## src/rtl/srg_pkg.sv

```systemverilog
package srg_pkg;

  // Freewheeling lead select code
  typedef enum logic [1:0] {
    LEAD_X1  = 2'b00,
    LEAD_X2  = 2'b01,
    LEAD_X3  = 2'b10,
    LEAD_X3B = 2'b11
  } lead_sel_e;

  // Multiplier applied to the freewheeling lead base
  function automatic logic [1:0] lead_factor(input lead_sel_e s);
    case (s)
      LEAD_X1: lead_factor = 2'd1;
      LEAD_X2: lead_factor = 2'd2;
      default: lead_factor = 2'd3;
    endcase
  endfunction

endpackage

```

## src/rtl/srg_phase_meter.sv

```systemverilog
// Edge detection, phase length measurement and warm-up qualification.
module srg_phase_meter #(
  parameter int CNT_W   = 12,
  parameter int TIMEOUT = 1000
) (
  input  logic             clk,
  input  logic             rst,
  input  logic             ck_in,
  output logic             phase_hi,
  output logic             edge_now,
  output logic [CNT_W-1:0] cnt,
  output logic [CNT_W-1:0] len_hi,
  output logic [CNT_W-1:0] len_lo,
  output logic             valid
);

  localparam logic [CNT_W-1:0] TMO_C = CNT_W'(TIMEOUT);
  localparam logic [CNT_W-1:0] ONE_C = CNT_W'(1);

  logic             ck_d;
  logic [CNT_W-1:0] cnt_q, hi_q, lo_q;
  logic [1:0]       seen_q;   // rising edges since restart, saturating at 3
  logic             rise, fall;

  assign rise     = ck_in & ~ck_d;
  assign fall     = ~ck_in & ck_d;
  assign edge_now = rise | fall;

  always_ff @(posedge clk) begin
    if (rst) begin
      ck_d   <= 1'b0;
      cnt_q  <= '0;
      hi_q   <= '0;
      lo_q   <= '0;
      seen_q <= 2'd0;
    end else begin
      ck_d <= ck_in;
      if (edge_now) begin
        cnt_q <= ONE_C;
        if (fall && seen_q != 2'd0) hi_q <= cnt_q;
        if (rise) begin
          if (seen_q != 2'd0) lo_q <= cnt_q;
          if (seen_q != 2'd3) seen_q <= seen_q + 2'd1;
        end
      end else if (cnt_q == TMO_C) begin
        seen_q <= 2'd0;           // phase overran: measurements stale
      end else begin
        cnt_q <= cnt_q + ONE_C;
      end
    end
  end

  assign phase_hi = ck_d;
  assign cnt      = cnt_q;
  assign len_hi   = hi_q;
  assign len_lo   = lo_q;
  assign valid    = (seen_q == 2'd3);

endmodule

```

## src/rtl/srg_gate_window.sv

```systemverilog
// One gate: on from ON_DLY to (predicted length - lead), optionally capped.
module srg_gate_window #(
  parameter int CNT_W     = 12,
  parameter int ON_DLY    = 2,
  parameter int CAP_TICKS = 10
) (
  input  logic             clk,
  input  logic             rst,
  input  logic             enable,
  input  logic             edge_now,
  input  logic [CNT_W-1:0] cnt,
  input  logic [CNT_W-1:0] pred,
  input  logic [CNT_W-1:0] lead,
  input  logic             cap_req,
  output logic             gate
);

  localparam logic [CNT_W-1:0] ON_C  = CNT_W'(ON_DLY);
  localparam logic [CNT_W-1:0] CAP_C = CNT_W'(ON_DLY + CAP_TICKS);

  logic [CNT_W-1:0] end_raw, end_eff;
  logic             worth, gate_nx;

  always_comb begin
    end_raw = (pred > lead) ? (pred - lead) : '0;
    end_eff = (cap_req && end_raw > CAP_C) ? CAP_C : end_raw;
    worth   = (end_eff > ON_C);
    gate_nx = enable & ~edge_now & worth &
              (cnt >= ON_C) & (cnt < end_eff);
  end

  always_ff @(posedge clk) begin
    if (rst) gate <= 1'b0;
    else     gate <= gate_nx;
  end

endmodule

```

## src/rtl/srect_gate_ctrl.sv

```systemverilog
module srect_gate_ctrl
  import srg_pkg::*;
#(
  parameter int CNT_W        = 12,
  parameter int TIMEOUT      = 1000,
  parameter int RECT_ON_DLY  = 4,
  parameter int FW_ON_DLY    = 2,
  parameter int RECT_LEAD    = 1,
  parameter int FW_LEAD_BASE = 3,
  parameter int FW_MIN_ON    = 10
) (
  input  logic       clk,
  input  logic       rst,
  input  logic       ck_in,
  input  logic [1:0] ant_sel,
  input  logic       inhibit,
  output logic       gate_rect,
  output logic       gate_fw
);

  localparam logic [CNT_W-1:0] RLEAD_C = CNT_W'(RECT_LEAD);
  localparam logic [CNT_W-1:0] FBASE_C = CNT_W'(FW_LEAD_BASE);

  logic             phase_hi, edge_now, valid;
  logic [CNT_W-1:0] cnt, len_hi, len_lo, lead_fw;

  srg_phase_meter #(.CNT_W(CNT_W), .TIMEOUT(TIMEOUT)) u_meter (
    .clk(clk), .rst(rst), .ck_in(ck_in),
    .phase_hi(phase_hi), .edge_now(edge_now), .cnt(cnt),
    .len_hi(len_hi), .len_lo(len_lo), .valid(valid)
  );

  always_comb lead_fw = FBASE_C * CNT_W'(lead_factor(lead_sel_e'(ant_sel)));

  srg_gate_window #(.CNT_W(CNT_W), .ON_DLY(RECT_ON_DLY), .CAP_TICKS(0)) u_rect (
    .clk(clk), .rst(rst), .enable(valid & phase_hi), .edge_now(edge_now),
    .cnt(cnt), .pred(len_hi), .lead(RLEAD_C), .cap_req(1'b0), .gate(gate_rect)
  );

  srg_gate_window #(.CNT_W(CNT_W), .ON_DLY(FW_ON_DLY), .CAP_TICKS(FW_MIN_ON)) u_fw (
    .clk(clk), .rst(rst), .enable(valid & ~phase_hi), .edge_now(edge_now),
    .cnt(cnt), .pred(len_lo), .lead(lead_fw), .cap_req(inhibit), .gate(gate_fw)
  );

endmodule

```

## config.mk

```make
export PLATFORM = sky130hd
export DESIGN_NAME = srect_gate_ctrl
export DESIGN_NICKNAME = d
export VERILOG_FILES = /design/src/rtl/srg_pkg.sv /design/src/rtl/srg_phase_meter.sv /design/src/rtl/srg_gate_window.sv /design/src/rtl/srect_gate_ctrl.sv
export SDC_FILE = /design/constraint.sdc
export NUM_CORES = 1
export LEC_CHECK = 0
export ABC_CLOCK_PERIOD_IN_PS = 3800
export BUFFER_PORTS_ARGS = -buffer_cell sky130_fd_sc_hd__buf_2
export CORE_AREA = 2 2 75 105
export CTS_CLUSTER_SIZE = 25
export DETAILED_ROUTE_END_ITERATION = 8
export DIE_AREA = 0 0 77 107
export GPL_TIMING_DRIVEN = 0
export PLACE_DENSITY = 0.63
export SLEW_MARGIN = 10
export SYNTH_ARGS = -nofsm -noshare
export SYNTH_HDL_FRONTEND = slang
export SYNTH_SLANG_ARGS = --single-unit
export TNS_END_PERCENT = 100
```

## constraint.sdc

```tcl
create_clock -name clk -period 3.8 [get_ports clk]
set_input_delay 0 -clock clk [delete_from_list [all_inputs] [get_ports clk]]
set_output_delay 0 -clock clk [all_outputs]
set_load 0.01 [all_outputs]
```

# Yosys cells after proc, flatten, opt, wreduce, memory -nomap -nowiden
# Cells that the tools add are included.
dict set report totals {
  ff_bits 41
  inputBits 6
  out_inout_bits 2
}
dict set report classes {
  addsub 4
  mul 1
  n_lt_le_gt_ge 9
  n_eq_ne 7
  mux 10
  n_bitwise 16
  n_reduce_logical 9
}
# op count
set ops {}
lappend ops {{12-bit 2-to-1 mux} 3}
lappend ops {{12-bit less-than comparator} 2}
lappend ops {{12-bit by 1-bit adder with 12-bit output, second input constant} 1}
lappend ops {{1-bit bitwise AND} 12}
lappend ops {{12-bit by 10-bit equality test with 1-bit output, second input constant} 1}
lappend ops {{12-bit by 2-bit >= comparator with 1-bit output, second input constant} 1}
lappend ops {{12-bit by 3-bit >= comparator with 1-bit output, second input constant} 1}
lappend ops {{12-bit by 1-bit greater-than comparator with 1-bit output, second input constant} 1}
lappend ops {{12-bit by 2-bit greater-than comparator with 1-bit output, second input constant} 1}
lappend ops {{12-bit by 3-bit greater-than comparator with 1-bit output, second input constant} 1}
lappend ops {{12-bit by 4-bit greater-than comparator with 1-bit output} 1}
lappend ops {{12-bit by 4-bit greater-than comparator with 1-bit output, second input constant} 1}
lappend ops {{12-bit by 1-bit subtractor with 12-bit output, second input constant} 1}
lappend ops {{12-bit by 4-bit subtractor with 12-bit output} 1}
lappend ops {{2-bit 2-to-1 mux} 4}
lappend ops {{2-bit inequality test, second input constant} 3}
lappend ops {{3-bit AND reduction} 2}
lappend ops {{2-bit by 2-bit multiplier with 4-bit output, first input constant} 1}
lappend ops {{2-bit one-hot mux with 2 select lines} 1}
lappend ops {{2-bit nonzero test} 2}
lappend ops {{1-bit NOT} 3}
lappend ops {{2-bit by 1-bit adder with 2-bit output, second input constant} 1}
lappend ops {{2-bit by 1-bit equality test with 1-bit output, second input constant} 1}
lappend ops {{2-bit equality test, second input constant} 1}
lappend ops {{other kinds (7)} 9}

# Depth between registers and ports, before layout
# Gate-level depths: netlist of run 1.
dict set report depth {
  ltp_word 12
  ltp_mapped 18
  mapped_depth_nobuf 17
}

# By module
# A second synthesis of run 1 with hierarchy kept.
dict set report hier_totals {
  cells_unflattened 523
  hier_area_um2 3978.8
}
# module n_inst cells_each area_per_inst_um2 seq_area_each_um2
set by_module_without_submodules {}
lappend by_module_without_submodules {srg_phase_meter 1 192 1595.3 780.7}
lappend by_module_without_submodules {{srg_gate_window (u_fw)} 1 163 1183.6 20.0}
lappend by_module_without_submodules {{srg_gate_window (u_rect)} 1 160 1146.1 20.0}
lappend by_module_without_submodules {srect_gate_ctrl 1 8 53.8 0.0}

# Worst setup path after synthesis of run 1
# Ideal clock, no wire load.
dict set report synth_path {
  path_kind {input-to-reg}
  startpoint {input ant_sel[1]}
  endpoint {register u_fw.gate}
  setup_time_ps 70
  arrival_ps 3876
  t_required_ps 3730
  slack_ps -146
  stages 17
  n_path_buf 0
  path_cell_list {or2_2 > ha_1 > inv_1 > ha_1 > nand2b_1 > a21oi_1 > or4_4 > a2111o_1 > o41ai_4 > nand2_1 > ha_1 > a21o_1 > a21o_1 > a21o_1 > a2111oi_0 > o31ai_1 > a21oi_1}
}
dict set report synth_between {
  elab_chain_cells 12
  word_cells_on_any_way 15
  classes_between {add/sub: 1; mul: 1; order compare: 4; eq/ne: 1; mux: 3; bitwise: 3; reduce/logical: 2}
}
# element line
set synth_rtl {}
lappend synth_rtl {{start, declared} srect_gate_ctrl.sv:15} ;# input logic [1:0] ant_sel,
lappend synth_rtl {{2-bit by 1-bit equality test with 1-bit output / 2-bit logical NOT (equally long branches)} srg_pkg.sv:13} ;# case (s)
lappend synth_rtl {{2-bit one-hot mux with 2 select lines (*)} srg_pkg.sv:13}
lappend synth_rtl {{2-bit by 2-bit multiplier with 4-bit output (*)} srect_gate_ctrl.sv:33} ;# always_comb lead_fw = FBASE_C * CNT_W'(lead_factor(lead_sel_e'(ant_sel)));
lappend synth_rtl {{12-bit by 4-bit subtractor with 12-bit output / 12-bit by 4-bit greater-than comparator with 1-bit output (equally long branches)} srg_gate_window.sv:25} ;# end_raw = (pred > lead) ? (pred - lead) : '0;
lappend synth_rtl {{12-bit 2-to-1 mux (*)} srg_gate_window.sv:25}
lappend synth_rtl {{12-bit by 4-bit greater-than comparator with 1-bit output} srg_gate_window.sv:26} ;# end_eff = (cap_req && end_raw > CAP_C) ? CAP_C : end_raw;
lappend synth_rtl {{1-bit logical AND} srg_gate_window.sv:26}
lappend synth_rtl {{12-bit 2-to-1 mux (*)} srg_gate_window.sv:26}
lappend synth_rtl {{12-bit by 2-bit greater-than comparator with 1-bit output} srg_gate_window.sv:27} ;# worth = (end_eff > ON_C);
lappend synth_rtl {{1-bit bitwise AND (2 in series)} srg_gate_window.sv:28} ;# gate_nx = enable & ~edge_now & worth &
lappend synth_rtl {{1-bit bitwise AND (*)} srg_gate_window.sv:29} ;# (cnt >= ON_C) & (cnt < end_eff);
lappend synth_rtl {{end signal, assigned} srg_gate_window.sv:34} ;# else gate <= gate_nx;
lappend synth_rtl {{end, declared} srg_gate_window.sv:15} ;# output logic gate
# Mark *: on every way between the ends. The rest lies on a longest branch, timed or not.
# A chain may end at the register's enable or synchronous reset.

# Worst setup path after layout of run 1
dict set report layout_path {
  startpoint {register u_meter.lo_q[6], in the netlist u_meter.len_lo[6]}
  endpoint {register u_fw.gate}
}
dict set report layout_between {
  elab_chain_cells 9
  word_cells_on_any_way 11
  classes_between {add/sub: 1; order compare: 4; mux: 2; bitwise: 3; reduce/logical: 1}
}
# element line
set layout_rtl {}
lappend layout_rtl {{start, declared} srg_phase_meter.sv:21} ;# logic [CNT_W-1:0] cnt_q, hi_q, lo_q;
lappend layout_rtl {{start signal, assigned} srg_phase_meter.sv:42} ;# if (seen_q != 2'd0) lo_q <= cnt_q;
lappend layout_rtl {{12-bit by 4-bit subtractor with 12-bit output / 12-bit by 4-bit greater-than comparator with 1-bit output (equally long branches)} srg_gate_window.sv:25}
lappend layout_rtl {{12-bit 2-to-1 mux (*)} srg_gate_window.sv:25}
lappend layout_rtl {{12-bit by 4-bit greater-than comparator with 1-bit output} srg_gate_window.sv:26}
lappend layout_rtl {{1-bit logical AND} srg_gate_window.sv:26}
lappend layout_rtl {{12-bit 2-to-1 mux (*)} srg_gate_window.sv:26}
lappend layout_rtl {{12-bit by 2-bit greater-than comparator with 1-bit output} srg_gate_window.sv:27}
lappend layout_rtl {{1-bit bitwise AND (2 in series)} srg_gate_window.sv:28}
lappend layout_rtl {{1-bit bitwise AND (*)} srg_gate_window.sv:29}
# Marked as above.

==> results.cfg, run 1 <==
[die]
floorplan.rows = 37
y_dimension_of_the_die_um = 107
initial_standard_cell_utilization_of_the_core_pct = 43.6
core_region_area_mm2 = 0.00731
die_w_um = 77
die-area_mm2 = 0.00824
ioPinCount = 8

[worst_setup_path]
start_kind = flip-flop
timing.critical_path.required_ns = 4.04
regToRegStartpoint = u_meter.len_lo[6]
critical-path-slowest-cell = sky130_fd_sc_hd__or4_4
worstPathCellList = or3_4, or4_4, a2111o_1, o41ai_4, buf_4, o21ai_4, ha_4, and4_4, o211ai_1, o22ai_1, a2111oi_2, o31ai_1, a21oi_1
timing.critical_path.slowest_cell_delay_ns = 0.57
timing.critical_path.to = u_fw.gate
r2r.worst_path.cells = 13
timing.reg2reg.setup_slack_ns = 0.05
setup.worst_path.end_class = flip-flop
setup.worst_path.class = flip-flop to flip-flop
worst-path-max-fanout = 4
r2r_end = u_fw.gate
worst_ep_arrival_time_ns = 3.99
critical_path.startpoint = u_meter.len_lo[6]

[worst_hold_path]
timing.hold.worst.class = input pin to flip-flop

[drt]
wire_length_per_cell_um = 15.9
top_layer = met4
total_via_count_after_detailed_routing = 3063
met3_length_um = 230
detail-route-antenna-nets = 0
wl_met1_um = 3490
dr.pass1.iters = 4
via_per_inst = 5.64
drc_errors = 0
wl_met2_um = 4630
wirelength_um = 8620
detail_route.iter0.violations = 112

[yosys]
post_synth_instance_area_mm2 = 0.00319
compound_gate_portion_of_the_synthesized_area_pct = 19.1
synthXorXnorAreaFrac_pct = 5.22
synth_fp_nets = 465
yosys_warnings = 0
synth_simple_gate_area_share_pct = 28.5
yosys_most_used_dff = sky130_fd_sc_hd__dfxtp_1
synth_edf_count = 0
synth.avg_cell_area_um2 = 7.54
synth.lib_cells_used.distinct = 57
synthesis.instances = 423
ys_seq_elements = 41
post_synth_mux_area_share_pct = 2.28
synth.yosys.seq_area_share_pct = 25.7
main_combinational_cell_family_by_area_after_synthesis = simple AND/OR/NAND/NOR gates
async_reset_ff_share_pct = 0
post_synth_fa_ha_maj_area_fraction_pct = 14.4

[sta]
max_clock_freq_mhz = 267
fin_crit_ns = 3.75
finalSetupViolations = 0
timing.final.max_slew_violations = 0
final-hold-violation-count = 0
relative_slew_margins_pct = 48.0
grt_setup_unrepaired = true
finClkSkew_ns = 0.00517
worst_pin_slew_ns = 0.773
layout_worst_path_cycle_share_pct = 98.6

[outcome]
outcome = finished clean

[global_routing]
gr-usage-all-layers_pct = 21.8
gr-total-overflow = 0
global_route_wire_length_before_repair_um = 14400
via_count_of_the_first_global_routing_pass = 3022
grt_antenna_before_repair = 0
grt_max_degree = 16

[placement]
place_hpwl_um = 6490
io_buffer_count = 7
dp.cells = 527
gp_congestion = 0.854

[cts]
clk_root_buffer_cell = sky130_fd_sc_hd__clkbuf_8
clk_pin_slew_ns = 0.09
clk-insertion-delay-late_ns = 0.31
cts_tree = done
cts_htree_levels = 2
tritoncts.num_buffers = 5
ctsLongestPathBuffers = 2
cts_num_sinks = 41

[pwr]
irDropWorstVdd_v = 0.000210
power_density_mw_per_mm2 = 237
p_leak_nw = 1.45

[final_layout]
final_cell_count_no_fill = 543
final_util_pct = 51.5
insertedDiodeCount = 0
post_route_cells_drive_above_1_share_pct = 16.4
area.growth.synth_to_final_pct = 18.0
final_layout_net_count = 487

[job]
timing.max_cap.violations = 0
logic make-up (layout without fill, tap and decap cells):
family / after synthesis / count (layout)
and+or+nand+nor: 188 / 188
DFF: 41 / 41
muxes: 7 / 7
adders and majority gates: 36 / 36
buffers and inverters: 37 / 60
AOI/OAI and AO/OA: 95 / 95
xor gates and xnor gates: 19 / 19
how the worst min path moves through the flow:
| stage | startpoint | end | slack [ns] | cells after the start |
|---|---|---|---|---|
| floorplan | ck_in | u_meter.phase_hi | 0.14 | 2 |
| global placement | ck_in | u_meter.phase_hi | 0.25 | 3 |
| detailed placement | ck_in | u_meter.phase_hi | 0.27 | 3 |
| CTS | rst | u_meter.cnt[11] | 0.11 | 3 |
| global route | rst | u_meter.cnt[11] | 0.12 | 3 |
| finish | rst | u_meter.cnt[11] | 0.11 | 3 |
worst max-delay path: cells and delay by family, from the launching register on:
| family | cells | cell delay [ns] |
|---|---|---|
| buffers and inverters | 1 | 0.22 |
| flip-flops | 1 | 0.37 |
| AO/OA/AOI/OAI | 8 | 1.71 |
| adder cells (fa/ha/maj) | 1 | 0.24 |
| AND/OR/NAND/NOR | 3 | 1.13 |
per-stage QoR:
| stage | worst slack [ns] | total power, mW | area [µm²] | TNS (ns) | hold slack (ns) |
|---|---|---|---|---|---|
| global placement | -0.436 | 0.564 | 3350 | -0.436 | 0.251 |
| CTS | 0.00171 | 0.880 | 3500 | 0 | 0.115 |
| global route | -0.0551 | 0.937 | 3760 | -0.0551 | 0.121 |
| finish | 0.0545 | 0.893 | 3760 | 0 | 0.112 |
| detailed placement | -0.486 | 0.566 | 3350 | -0.486 | 0.267 |
| floorplan | 0.00646 | 0.534 | 3200 | 0 | 0.140 |
power breakdown:
group          leakage, nW  total, mW  switching, mW  internal (mW)
Combinational         1.07      0.141         0.0816         0.0590
Sequential           0.336      0.441        0.00885          0.432
Clock               0.0447      0.312          0.179          0.133
layout by cell type (no fill, tap or decap), types with 2 or more instances in the layout:
cell	netlist	final
sky130_fd_sc_hd__xor2_1	12	12
sky130_fd_sc_hd__a211o_1	4	4
sky130_fd_sc_hd__dfxtp_2	0	2
sky130_fd_sc_hd__a21o_1	7	6
sky130_fd_sc_hd__a22oi_1	2	2
sky130_fd_sc_hd__a211oi_1	6	4
sky130_fd_sc_hd__nand4_1	7	7
sky130_fd_sc_hd__nand2_2	0	2
sky130_fd_sc_hd__ha_1	35	27
sky130_fd_sc_hd__buf_2	1	8
sky130_fd_sc_hd__nand2_1	79	76
sky130_fd_sc_hd__o31ai_1	3	3
sky130_fd_sc_hd__o21bai_1	2	2
sky130_fd_sc_hd__and2_1	2	2
sky130_fd_sc_hd__inv_1	17	15
sky130_fd_sc_hd__nor3_1	16	15
sky130_fd_sc_hd__xnor2_1	7	6
sky130_fd_sc_hd__nand3b_1	3	3
sky130_fd_sc_hd__buf_1	4	4
sky130_fd_sc_hd__nand2b_1	8	6
sky130_fd_sc_hd__nor2_1	33	32
sky130_fd_sc_hd__ha_4	0	8
sky130_fd_sc_hd__nor2b_1	5	5
sky130_fd_sc_hd__clkbuf_1	13	12
sky130_fd_sc_hd__and4_1	3	2
sky130_fd_sc_hd__buf_4	1	9
sky130_fd_sc_hd__dfxtp_1	41	35
sky130_fd_sc_hd__a21oi_1	45	43
sky130_fd_sc_hd__inv_2	0	2
sky130_fd_sc_hd__mux2i_1	5	5
sky130_fd_sc_hd__or2_2	5	4
sky130_fd_sc_hd__nand3_1	10	9
sky130_fd_sc_hd__nor4_1	5	5
sky130_fd_sc_hd__clkbuf_8	0	5
sky130_fd_sc_hd__dfxtp_4	0	4
sky130_fd_sc_hd__a31oi_1	2	2
sky130_fd_sc_hd__or3_1	3	3
sky130_fd_sc_hd__o21ai_0	9	8
registers in the layout, indices dropped and copies added (netlist names):
signal,cells
u_meter.len_lo,12
u_meter.seen_q,2
u_meter.phase_hi,1
u_fw.gate,1
u_meter.len_hi,12
u_meter.cnt,12
u_rect.gate,1
metal layers:
metal,GRT usage (%),vias to the layer above
li1,-,1537
met1,23.9,1447
met2,41.9,57
met3,2.36,22
met4,9.18,0
met5,0,-
cell usage after synthesis (all sizes together) (5+ instances only):
master / number / area share, %
nand2: 79 / 9.3
xor2: 12 / 3.3
nor2: 33 / 3.9
nor3: 16 / 2.5
ha: 35 / 14
buf: 7 / 1.2
nand2b: 8 / 1.6
nor2b: 5 / 0.98
o21ai: 11 / 1.7
dfxtp: 41 / 26
a211oi: 6 / 1.4
clkbuf: 13 / 1.5
inv: 17 / 2.0
xnor2: 7 / 1.9
a21oi: 45 / 7.1
a21o: 7 / 1.6
mux2i: 5 / 1.6
nor4: 6 / 1.4
or2: 5 / 0.98
nand3: 10 / 1.6
nand4: 7 / 1.4
repair_timing:
item / in CTS / in global routing
pin swaps: 6 / 17
buffers inserted: 3 / 7
resized for setup: 9 / 44
hold buffers: 1 / 0
endpoints found under the setup margin: 1 / 1
hold endpoints to repair: 1 / 0
gates cloned: 0 / 0
cell type report:
cell class / count / area [µm²]
flip-flops and latches: 41 / 838
well taps: 97 / 121
inverters: 17 / 63.8
repair buffers: 17 / 116
clock buffers: 5 / 68.8
plain buffers: 18 / 72.6
clock inverters: 3 / 25.0
multi-input cells: 345 / 2460
fillers: 749 / 3550
Power figures use the tool's default switching activity.
==> inputs of run 2 (changes only) <==
PLACE_DENSITY = 0.62   (was 0.63)
==> run 2 against run 1 <==
Total power rose by 4.5%. Die area did not move. Design area fell by 1.5%. Sequential power barely moved. Clock power rose by 15%. Clock skew fell by 0.0011 ns. Sequential share of layout area rose by 0.20 points. Fmax rose by 0.80%. First-iteration DRC count rose by 19%. Critical path type unchanged. Critical endpoint unchanged. Largest cell class unchanged.
==> results.cfg, run 2 (synthesized netlist as in run 1, its figures left out) <==
[outcome]
outcome = finished clean

[final_layout]
highest_count_cells_in_the_layout_ignoring_fill_and_taps = sky130_fd_sc_hd__nand2_1 (79), sky130_fd_sc_hd__a21oi_1 (43), sky130_fd_sc_hd__dfxtp_1 (35), sky130_fd_sc_hd__nor2_1 (32), sky130_fd_sc_hd__ha_1 (29)
multi_input_comb_area_mm2 = 0.00241
post_route_cells_drive_above_1_share_pct = 14.2
final_common_cell = sky130_fd_sc_hd__nand2_1
final_cell_count_no_fill = 541
seqCellArea_um2 = 833
insertedDiodeCount = 0
fillerInstances = 744
final_layout_net_count = 485
area.growth.synth_to_final_pct = 16.3
design_area_mm2 = 0.00371

[placement]
post_place_cell_area_mm2 = 0.00335
dp.cells = 527
detailedPlace.worstSlack_ns = -0.499
gp_congestion = 0.849
io_buffer_count = 7
place_hpwl_um = 6500

[global_routing]
via_count_of_the_first_global_routing_pass = 3073
gr-usage-all-layers_pct = 21.8
global_route_wire_length_before_repair_um = 14400
gr-total-overflow = 0
grt_antenna_before_repair = 0
grt_max_degree = 14

[worst_setup_path]
worst-path-max-fanout = 7
setup.worst_path.end_class = flip-flop
critical-path-slowest-cell = sky130_fd_sc_hd__or4_4
crit_top_cell = sky130_fd_sc_hd__a21o_1
worst_ep_arrival_time_ns = 3.95
timing.critical_path.max_delay_family = compound AO/OA/AOI/OAI gates
setup.worst_path.class = flip-flop to flip-flop
worstPathCellList = or3_4, or4_4, a2111o_1, o41ai_4, buf_4, nand2_1, ha_1, a21o_1, a21o_1, a21o_1, a2111oi_4, o31ai_1, a21oi_1
timing.critical_path.slowest_cell_delay_ns = 0.56
timing.critical_path.required_ns = 4.04
start_kind = flip-flop
buf_inv_on_cp = 1

[pwr]
irDropWorstVdd_v = 0.000181
p_leak_nw = 1.42
power_density_mw_per_mm2 = 252
finalPower_uw = 933

[die]
initial_standard_cell_utilization_of_the_core_pct = 43.6
floorplan.rows = 37
core_region_area_mm2 = 0.00731
die_w_um = 77
die-area_mm2 = 0.00824
y_dimension_of_the_die_um = 107
ioPinCount = 8

[drt]
dr.pass1.iters = 4
via_per_inst = 5.57
detail_route.iter0.violations = 133
detail-route-antenna-nets = 0
wire_length_per_cell_um = 15.6
total_via_count_after_detailed_routing = 3011
drc_errors = 0
wirelength_um = 8470

[sta]
setup_total_negative_slack_ns = 0
setup_slack_ns = 0.0841
final-hold-violation-count = 0
timing.final.max_slew_violations = 0
finClkSkew_ns = 0.00403
relative_slew_margins_pct = 53.1
max_clock_freq_mhz = 269
fin_crit_ns = 3.72
layout_worst_path_cycle_share_pct = 97.8
finalSetupViolations = 0
worst_pin_slew_ns = 0.702

[worst_hold_path]
timing.hold.worst.class = input pin to flip-flop

[cts]
cts_tree = done
clk_pin_slew_ns = 0.08
tritoncts.num_buffers = 5
cts_num_sinks = 41
cts_htree_levels = 2
clk_root_buffer_cell = sky130_fd_sc_hd__clkbuf_8
ctsLongestPathBuffers = 2
clk-insertion-delay-late_ns = 0.30

[job]
timing.max_cap.violations = 0
run 2: worst register-to-register path, delay by kind of cell (launching register included):
family          cells  cell delay (ns)
fa+ha+maj           1             0.19
compound gates      8             1.91
flops               1             0.38
buf+inv             1             0.18
simple gates        3             1.00
run 2: final cells by class:
| cell class | instances | share of cell area, % |
|---|---|---|
| clock buffer | 6 | 1.96 |
| buffer | 18 | 1.96 |
| inverter | 17 | 1.72 |
| tap | 97 | 3.27 |
| timing repair buffer | 15 | 2.63 |
| multi-input combinational | 345 | 65.0 |
| clock inverter | 2 | 1.05 |
| sequential | 41 | 22.5 |
run 2: power by group:
group          internal (mW)  switching, mW
sequential             0.433        0.00943
clock                  0.197          0.161
combinational         0.0532         0.0793
total                  0.684          0.250
run 2: worst paths after layout:
check | startpoint | end | slack, ns | cells past startpoint
max | u_meter.len_lo[5] | u_fw.gate | 0.08 | 13
min | rst | u_meter.cnt[11] | 0.11 | 3
max reg2reg | u_meter.len_lo[5] | u_fw.gate | 0.08 | 13
min reg2reg | u_meter.len_lo[8] | u_meter.len_lo[8] | 0.48 | 2
run 2: metal layers:
| metal | vias up | routed length [µm] | global-route usage, % | share of wire, % |
|---|---|---|---|---|
| li1 | 1535 | - | - | - |
| met1 | 1391 | 3510 | 23.9 | 41 |
| met2 | 63 | 4470 | 41.2 | 53 |
| met3 | 22 | 194 | 2.69 | 2.3 |
| met4 | 0 | 289 | 10.6 | 3.4 |
| met5 | - | 0 | 0 | 0 |
run 2: repair_timing:
action / 4_1_cts / 5_1_grt
pin swaps: 8 / 18
setup endpoints to repair: 1 / 1
buffers inserted: 4 / 3
resized for setup: 11 / 30
hold buffers: 1 / 0
hold endpoints to repair: 1 / 0
run 2: stage by stage:
stage / hold slack [ns] / util (%)
final: 0.108 / 50.7
after global routing: 0.138 / 50.7
after CTS: 0.0869 / 48.6
after detailed placement: 0.270 / 45.8
after global placement: 0.250 / 45.8
after floorplan: 0.140 / -
